File: src/rtl/lfr_pkg.sv
package lfr_pkg;
    localparam int LOCK_W = 6;
    localparam int BYTE_W = 8;
    localparam int PTR_W  = 16;

    typedef enum logic [1:0] {
        ST_IDLE  = 2'd0,
        ST_WRITE = 2'd1,
        ST_ERASE = 2'd2
    } lfr_state_e;
endpackage

File: src/rtl/lfr_ctrl.sv
module lfr_ctrl
    import lfr_pkg::*;
#(
    parameter logic [LOCK_W-1:0] WR_MASK = 6'b111100
) (
    input  logic                  clk,
    input  logic                  rst_n,
    input  logic                  chip_erase_i,
    input  logic                  lock_wr_i,
    input  logic [LOCK_W-1:0]     wr_data_i,
    output lfr_state_e            state_o,
    output logic                  prog_en_o,
    output logic                  erase_o,
    output logic [LOCK_W-1:0]     prog_mask_o
);
    lfr_state_e        state_q, state_d;
    logic [LOCK_W-1:0] mask_q;

    // next-state decision, identical entry rules from every state
    always_comb begin
        state_d = ST_IDLE;
        unique case (state_q)
            ST_IDLE, ST_WRITE, ST_ERASE: begin
                if (chip_erase_i)   state_d = ST_ERASE;
                else if (lock_wr_i) state_d = ST_WRITE;
                else                state_d = ST_IDLE;
            end
            default: state_d = ST_IDLE;
        endcase
    end

    // state register and request capture
    always_ff @(posedge clk or negedge rst_n) begin
        if (!rst_n) begin
            state_q <= ST_IDLE;
            mask_q  <= '0;
        end else begin
            state_q <= state_d;
            if (state_d == ST_WRITE)
                mask_q <= ~wr_data_i & WR_MASK;
        end
    end

    // outputs from state
    always_comb begin
        prog_en_o = 1'b0;
        erase_o   = 1'b0;
        unique case (state_q)
            ST_WRITE: prog_en_o = 1'b1;
            ST_ERASE: erase_o   = 1'b1;
            default:  ;
        endcase
    end

    assign state_o     = state_q;
    assign prog_mask_o = mask_q;
endmodule

File: src/rtl/lfr_lockbits.sv
module lfr_lockbits
    import lfr_pkg::*;
(
    input  logic              clk,
    input  logic              rst_n,
    input  logic              prog_en_i,
    input  logic              erase_i,
    input  logic [LOCK_W-1:0] prog_mask_i,
    output logic [LOCK_W-1:0] lock_o
);
    logic [LOCK_W-1:0] lock_q;

    always_ff @(posedge clk or negedge rst_n) begin
        if (!rst_n)
            lock_q <= '1;
        else if (erase_i)
            lock_q <= '1;
        else if (prog_en_i)
            lock_q <= lock_q & ~prog_mask_i;
    end

    assign lock_o = lock_q;
endmodule

File: src/rtl/lfr_readmux.sv
module lfr_readmux
    import lfr_pkg::*;
#(
    parameter logic [BYTE_W-1:0] FUSE_LO_VAL = 8'hE1,
    parameter logic [BYTE_W-1:0] FUSE_HI_VAL = 8'h99,
    parameter logic [PTR_W-1:0]  PTR_FUSE_LO = 16'h0000,
    parameter logic [PTR_W-1:0]  PTR_LOCK    = 16'h0001,
    parameter logic [PTR_W-1:0]  PTR_FUSE_HI = 16'h0003
) (
    input  logic [PTR_W-1:0]  ptr_i,
    input  logic [LOCK_W-1:0] lock_i,
    output logic [BYTE_W-1:0] data_o
);
    localparam int PAD_W = BYTE_W - LOCK_W;

    logic [BYTE_W-1:0] lock_byte;
    assign lock_byte = {{PAD_W{1'b1}}, lock_i};

    always_comb begin
        if (ptr_i == PTR_LOCK)         data_o = lock_byte;
        else if (ptr_i == PTR_FUSE_LO) data_o = FUSE_LO_VAL;
        else if (ptr_i == PTR_FUSE_HI) data_o = FUSE_HI_VAL;
        else                           data_o = '1;
    end
endmodule

File: src/rtl/lockfuse_reg.sv
module lockfuse_reg
    import lfr_pkg::*;
#(
    parameter logic [7:0] FUSE_LO_VAL = 8'hE1,
    parameter logic [7:0] FUSE_HI_VAL = 8'h99
) (
    input  logic        clk,
    input  logic        rst_n,
    input  logic        chip_erase_i,
    input  logic        lock_wr_i,
    input  logic [5:0]  lock_wr_data_i,
    input  logic [15:0] rd_ptr_i,
    output logic [7:0]  rd_data_o,
    output logic        app_wr_ok_o,
    output logic        app_rd_ok_o
);
    localparam int APP_WR_BIT = 2;
    localparam int APP_RD_BIT = 3;

    lfr_state_e        state_q;
    logic              prog_en, erase_en;
    logic [LOCK_W-1:0] prog_mask;
    logic [LOCK_W-1:0] lock_q;

    lfr_ctrl #(.WR_MASK(6'b111100)) u_ctrl (
        .clk          (clk),
        .rst_n        (rst_n),
        .chip_erase_i (chip_erase_i),
        .lock_wr_i    (lock_wr_i),
        .wr_data_i    (lock_wr_data_i),
        .state_o      (state_q),
        .prog_en_o    (prog_en),
        .erase_o      (erase_en),
        .prog_mask_o  (prog_mask)
    );

    lfr_lockbits u_bits (
        .clk         (clk),
        .rst_n       (rst_n),
        .prog_en_i   (prog_en),
        .erase_i     (erase_en),
        .prog_mask_i (prog_mask),
        .lock_o      (lock_q)
    );

    lfr_readmux #(
        .FUSE_LO_VAL (FUSE_LO_VAL),
        .FUSE_HI_VAL (FUSE_HI_VAL)
    ) u_rd (
        .ptr_i  (rd_ptr_i),
        .lock_i (lock_q),
        .data_o (rd_data_o)
    );

    // application-section protection decode
    assign app_wr_ok_o = lock_q[APP_WR_BIT];
    assign app_rd_ok_o = lock_q[APP_RD_BIT];
endmodule

File: config.mk
export PLATFORM = sky130hd
export DESIGN_NAME = lockfuse_reg
export DESIGN_NICKNAME = d
export VERILOG_FILES = /design/src/rtl/lfr_pkg.sv /design/src/rtl/lfr_ctrl.sv /design/src/rtl/lfr_lockbits.sv /design/src/rtl/lfr_readmux.sv /design/src/rtl/lockfuse_reg.sv
export SDC_FILE = /design/constraint.sdc
export NUM_CORES = 1
export LEC_CHECK = 0
export BUFFER_PORTS_ARGS = -buffer_cell sky130_fd_sc_hd__buf_2
export CAP_MARGIN = 20
export CORE_UTILIZATION = 42
export DETAILED_ROUTE_END_ITERATION = 8
export GPL_TIMING_DRIVEN = 0
export PLACE_DENSITY = 0.91
export REMOVE_ABC_BUFFERS = 1
export SLEW_MARGIN = 10
export SYNTH_ARGS = -nofsm -noshare
export SYNTH_HDL_FRONTEND = slang
export SYNTH_SLANG_ARGS = --single-unit
File: constraint.sdc
create_clock -name clk -period 2.8 [get_ports clk]
set_input_delay 0.28 -clock clk [delete_from_list [all_inputs] [get_ports clk]]
set_output_delay 0.28 -clock clk [all_outputs]
set_load 0.01 [all_outputs]
==> results.json <==
{
  "timing.final.hold_violations": 0,
  "core_area_um2": 1170,
  "crit_top_cell": "buf_2",
  "synth_fa_ha_area_share_pct": 4.51,
  "maxCapViolations": 0,
  "fin_skew_ns": 0.00103,
  "slowest_stage": "and4_1",
  "fin_crit_ns": 1.50,
  "swShare_pct": 26.4,
  "p_int_mw": 0.285,
  "wl_per_cell_um": 9.88,
  "ys_seq_elements": 11,
  "switchingPower_mw": 0.102,
  "synth_area_um2": 554,
  "port_buffers": 32,
  "synth_compound_area_share_pct": 10.8,
  "clkTransAtPathRegs_ns": 0.07,
  "antenna_found_initial": 0,
  "drv_slew": 0,
  "yosysWarnings": 0,
  "hold_path.class": "in2reg",
  "start_util_pct": 47.3,
  "power.total_mw": 0.387,
  "cts-root-buf": "clkbuf_4",
  "synth_edf_count": 0,
  "grt_pass1_wl_um": 1540,
  "power_frac_seq_pct": 53.9,
  "first_pass_iters": 2,
  "crit_chain": "buf_2 > nor4_1 > and4_1 > nand3_1 > buf_2",
  "yosysUniqueCellTypes": 18,
  "routed_via_density": 4.71,
  "cts_sinks": 11,
  "n_fill_cell": 99,
  "fin_crit_sh_pct": 53.5,
  "power_leakage_nw": 0.370,
  "drt.antenna.violating_nets": 0,
  "htree_levels": 1,
  "synth_simple_gate_area_share_pct": 27.1,
  "path_class": "in2out",
  "drtIter0Drc": 3,
  "final_core_util_pct": 64.3,
  "fin_nets": 124,
  "synth_ff_type": "dfrtp_1",
  "syn_to_final_growth_pct": 35.9,
  "synth_top_area_cell": "dfrtp_1",
  "cts_tree": "yes",
  "grtUsageTotal_pct": 16.2,
  "synth_top_family_by_area": "simple AND/OR/NAND/NOR gates",
  "cp-start-kind": "input port",
  "rsz0062_at_grt": "false",
  "finalSetupViolCount": 0,
  "critPathCaptureType": "output port",
  "path_buf_inv": 2,
  "powerDensity_nw_per_um2": 514,
  "synthCells": 60,
  "synth_area_leaders": "dfrtp_1 27%, dfstp_2 24%, a21oi_1 7.2%",
  "arrival_ns": 1.22,
  "chipWidth_um": 38.3,
  "syn_avg_cell_area_um2": 9.24,
  "critPathRequiredTime_ns": 2.52,
  "place_ws_ns": 1.30,
  "numCtsBuffers": 3,
  "synth_seq_area_share_pct": 50.8,
  "drcViolationCount": 0,
  "dp_hpwl_um": 889,
  "clk_path_buf_depth": 2,
  "critPathMaxStageDelay_ns": 0.35,
  "status": "completed",
  "rows": 12,
  "overflow": 0,
  "cts_hold_buf": 1,
  "synthMuxAreaShare_pct": 0,
  "ctsResizeCount": 0,
  "synth_top_area_share_pct": 27.1,
  "fp.dieArea_um2": 1470,
  "drt-total-wl_um": 1080,
  "gp_congestion": 0.778,
  "worstPathMaxFanout": 7,
  "synth_common_cells": "8 x a21oi_1, 8 x nand2_1, 6 x dfrtp_1",
  "combPwrFrac_pct": 19.1,
  "route.vias.total": 513,
  "ir_drop_uv": 311,
  "grt_max_degree": 12,
  "worst_hold_slack_ns": 0.184,
  "ios": 36,
  "grt_pass1_vias": 433,
  "setup_ws_ns": 1.30,
  "p_clk_share_pct": 26.9,
  "async_reset_ff_share_pct": 100,
  "max_freq_ghz": 0.668,
  "clk_latency_ns": 0.25,
  "final_layout_size_suffix_gt1_share_pct": 44.2,
  "setup_tns_ns": 0,
  "synth_xor_area_share_pct": 0,
  "die_h_um": 38.3,
  "n_antenna_cell": 0,
  "cts_post_setup_buffers_inserted": 0,
  "path_delay_family": "simple AND/OR/NAND/NOR gates"
}
==> per-stage QoR <==
| step | cell area (um^2) | std cells |
|---|---|---|
| floorplan | 539 | 58 |
| global placement | 717 | 104 |
| detailed placement | 717 | 104 |
| CTS | 753 | 109 |
| global route | 753 | 109 |
| finish | 753 | 109 |
==> path summary, 6_finish.rpt <==
kind	endpoint	slack, ns	startpoint	depth (start not counted)
max	rd_data_o[5]	1.30	rd_ptr_i[5]	5
min	u_ctrl.prog_mask_o[5]	0.18	lock_wr_data_i[5]	2
max reg2reg	u_ctrl.prog_mask_o[3]	1.55	u_ctrl.state_o[0]	4
min reg2reg	u_bits.lock_o[5]	0.48	u_bits.lock_o[5]	2
max in group asynchronous	u_bits.lock_o[0]	2.13	rst_n	2
min in group asynchronous	u_ctrl.state_o[1]	0.41	rst_n	2
==> cell usage in the layout, fill, tap and decap left out, types with 3 or more instances in the layout <==
master     n
nor2_1     5
a21oi_1    8
o21ai_0    4
nand2_1    8
nor4_1     3
dfrtp_1    6
clkbuf_4   3
buf_2     32
dfstp_2    5
nor2b_1    3
inv_1      5
==> registers in the layout, indices dropped and copies added (netlist names) <==
signal,cells
u_bits.lock_o,5
u_ctrl.state_o,2
u_ctrl.prog_mask_o,4
==> kinds of logic (layout without fill, tap and decap cells) <==
group / count (synthesis) / in the layout
adders and majority gates: 2 / 2
other: 1 / 1
AOI/OAI and AO/OA: 12 / 12
and+or+nand+nor: 27 / 27
DFF: 11 / 11
buffers and inverters: 7 / 42
==> routing by layer <==
layer / track usage (%) / wire (um) / up-vias
met5: 0 / 0 / -
met3: 3.49 / 120 / 2
met1: 13.4 / 420 / 207
met4: 5.36 / 12 / 0
li1: - / - / 270
met2: 35.2 / 524 / 34
==> cell type report <==
type / count / area [um^2] / area share (%)
tap: 14 / 17.5 / 2.33
clock buffer: 4 / 26.3 / 3.49
multi-input combinational: 42 / 239 / 31.7
sequential: 11 / 282 / 37.4
inverter: 5 / 18.8 / 2.49
timing repair buffer: 33 / 170 / 22.6
==> power groups by stage <==
stage                     registers, mW  clock network [mW]  logic (mW)
after CTS                         0.209               0.107      0.0754
after global placement            0.211                   0      0.0704
final                             0.209               0.104      0.0740
after detailed placement          0.212                   0      0.0742
after global routing              0.212               0.116      0.0851
after floorplan                   0.212                   0      0.0365
Note: power is estimated with default switching activity, not from simulation.
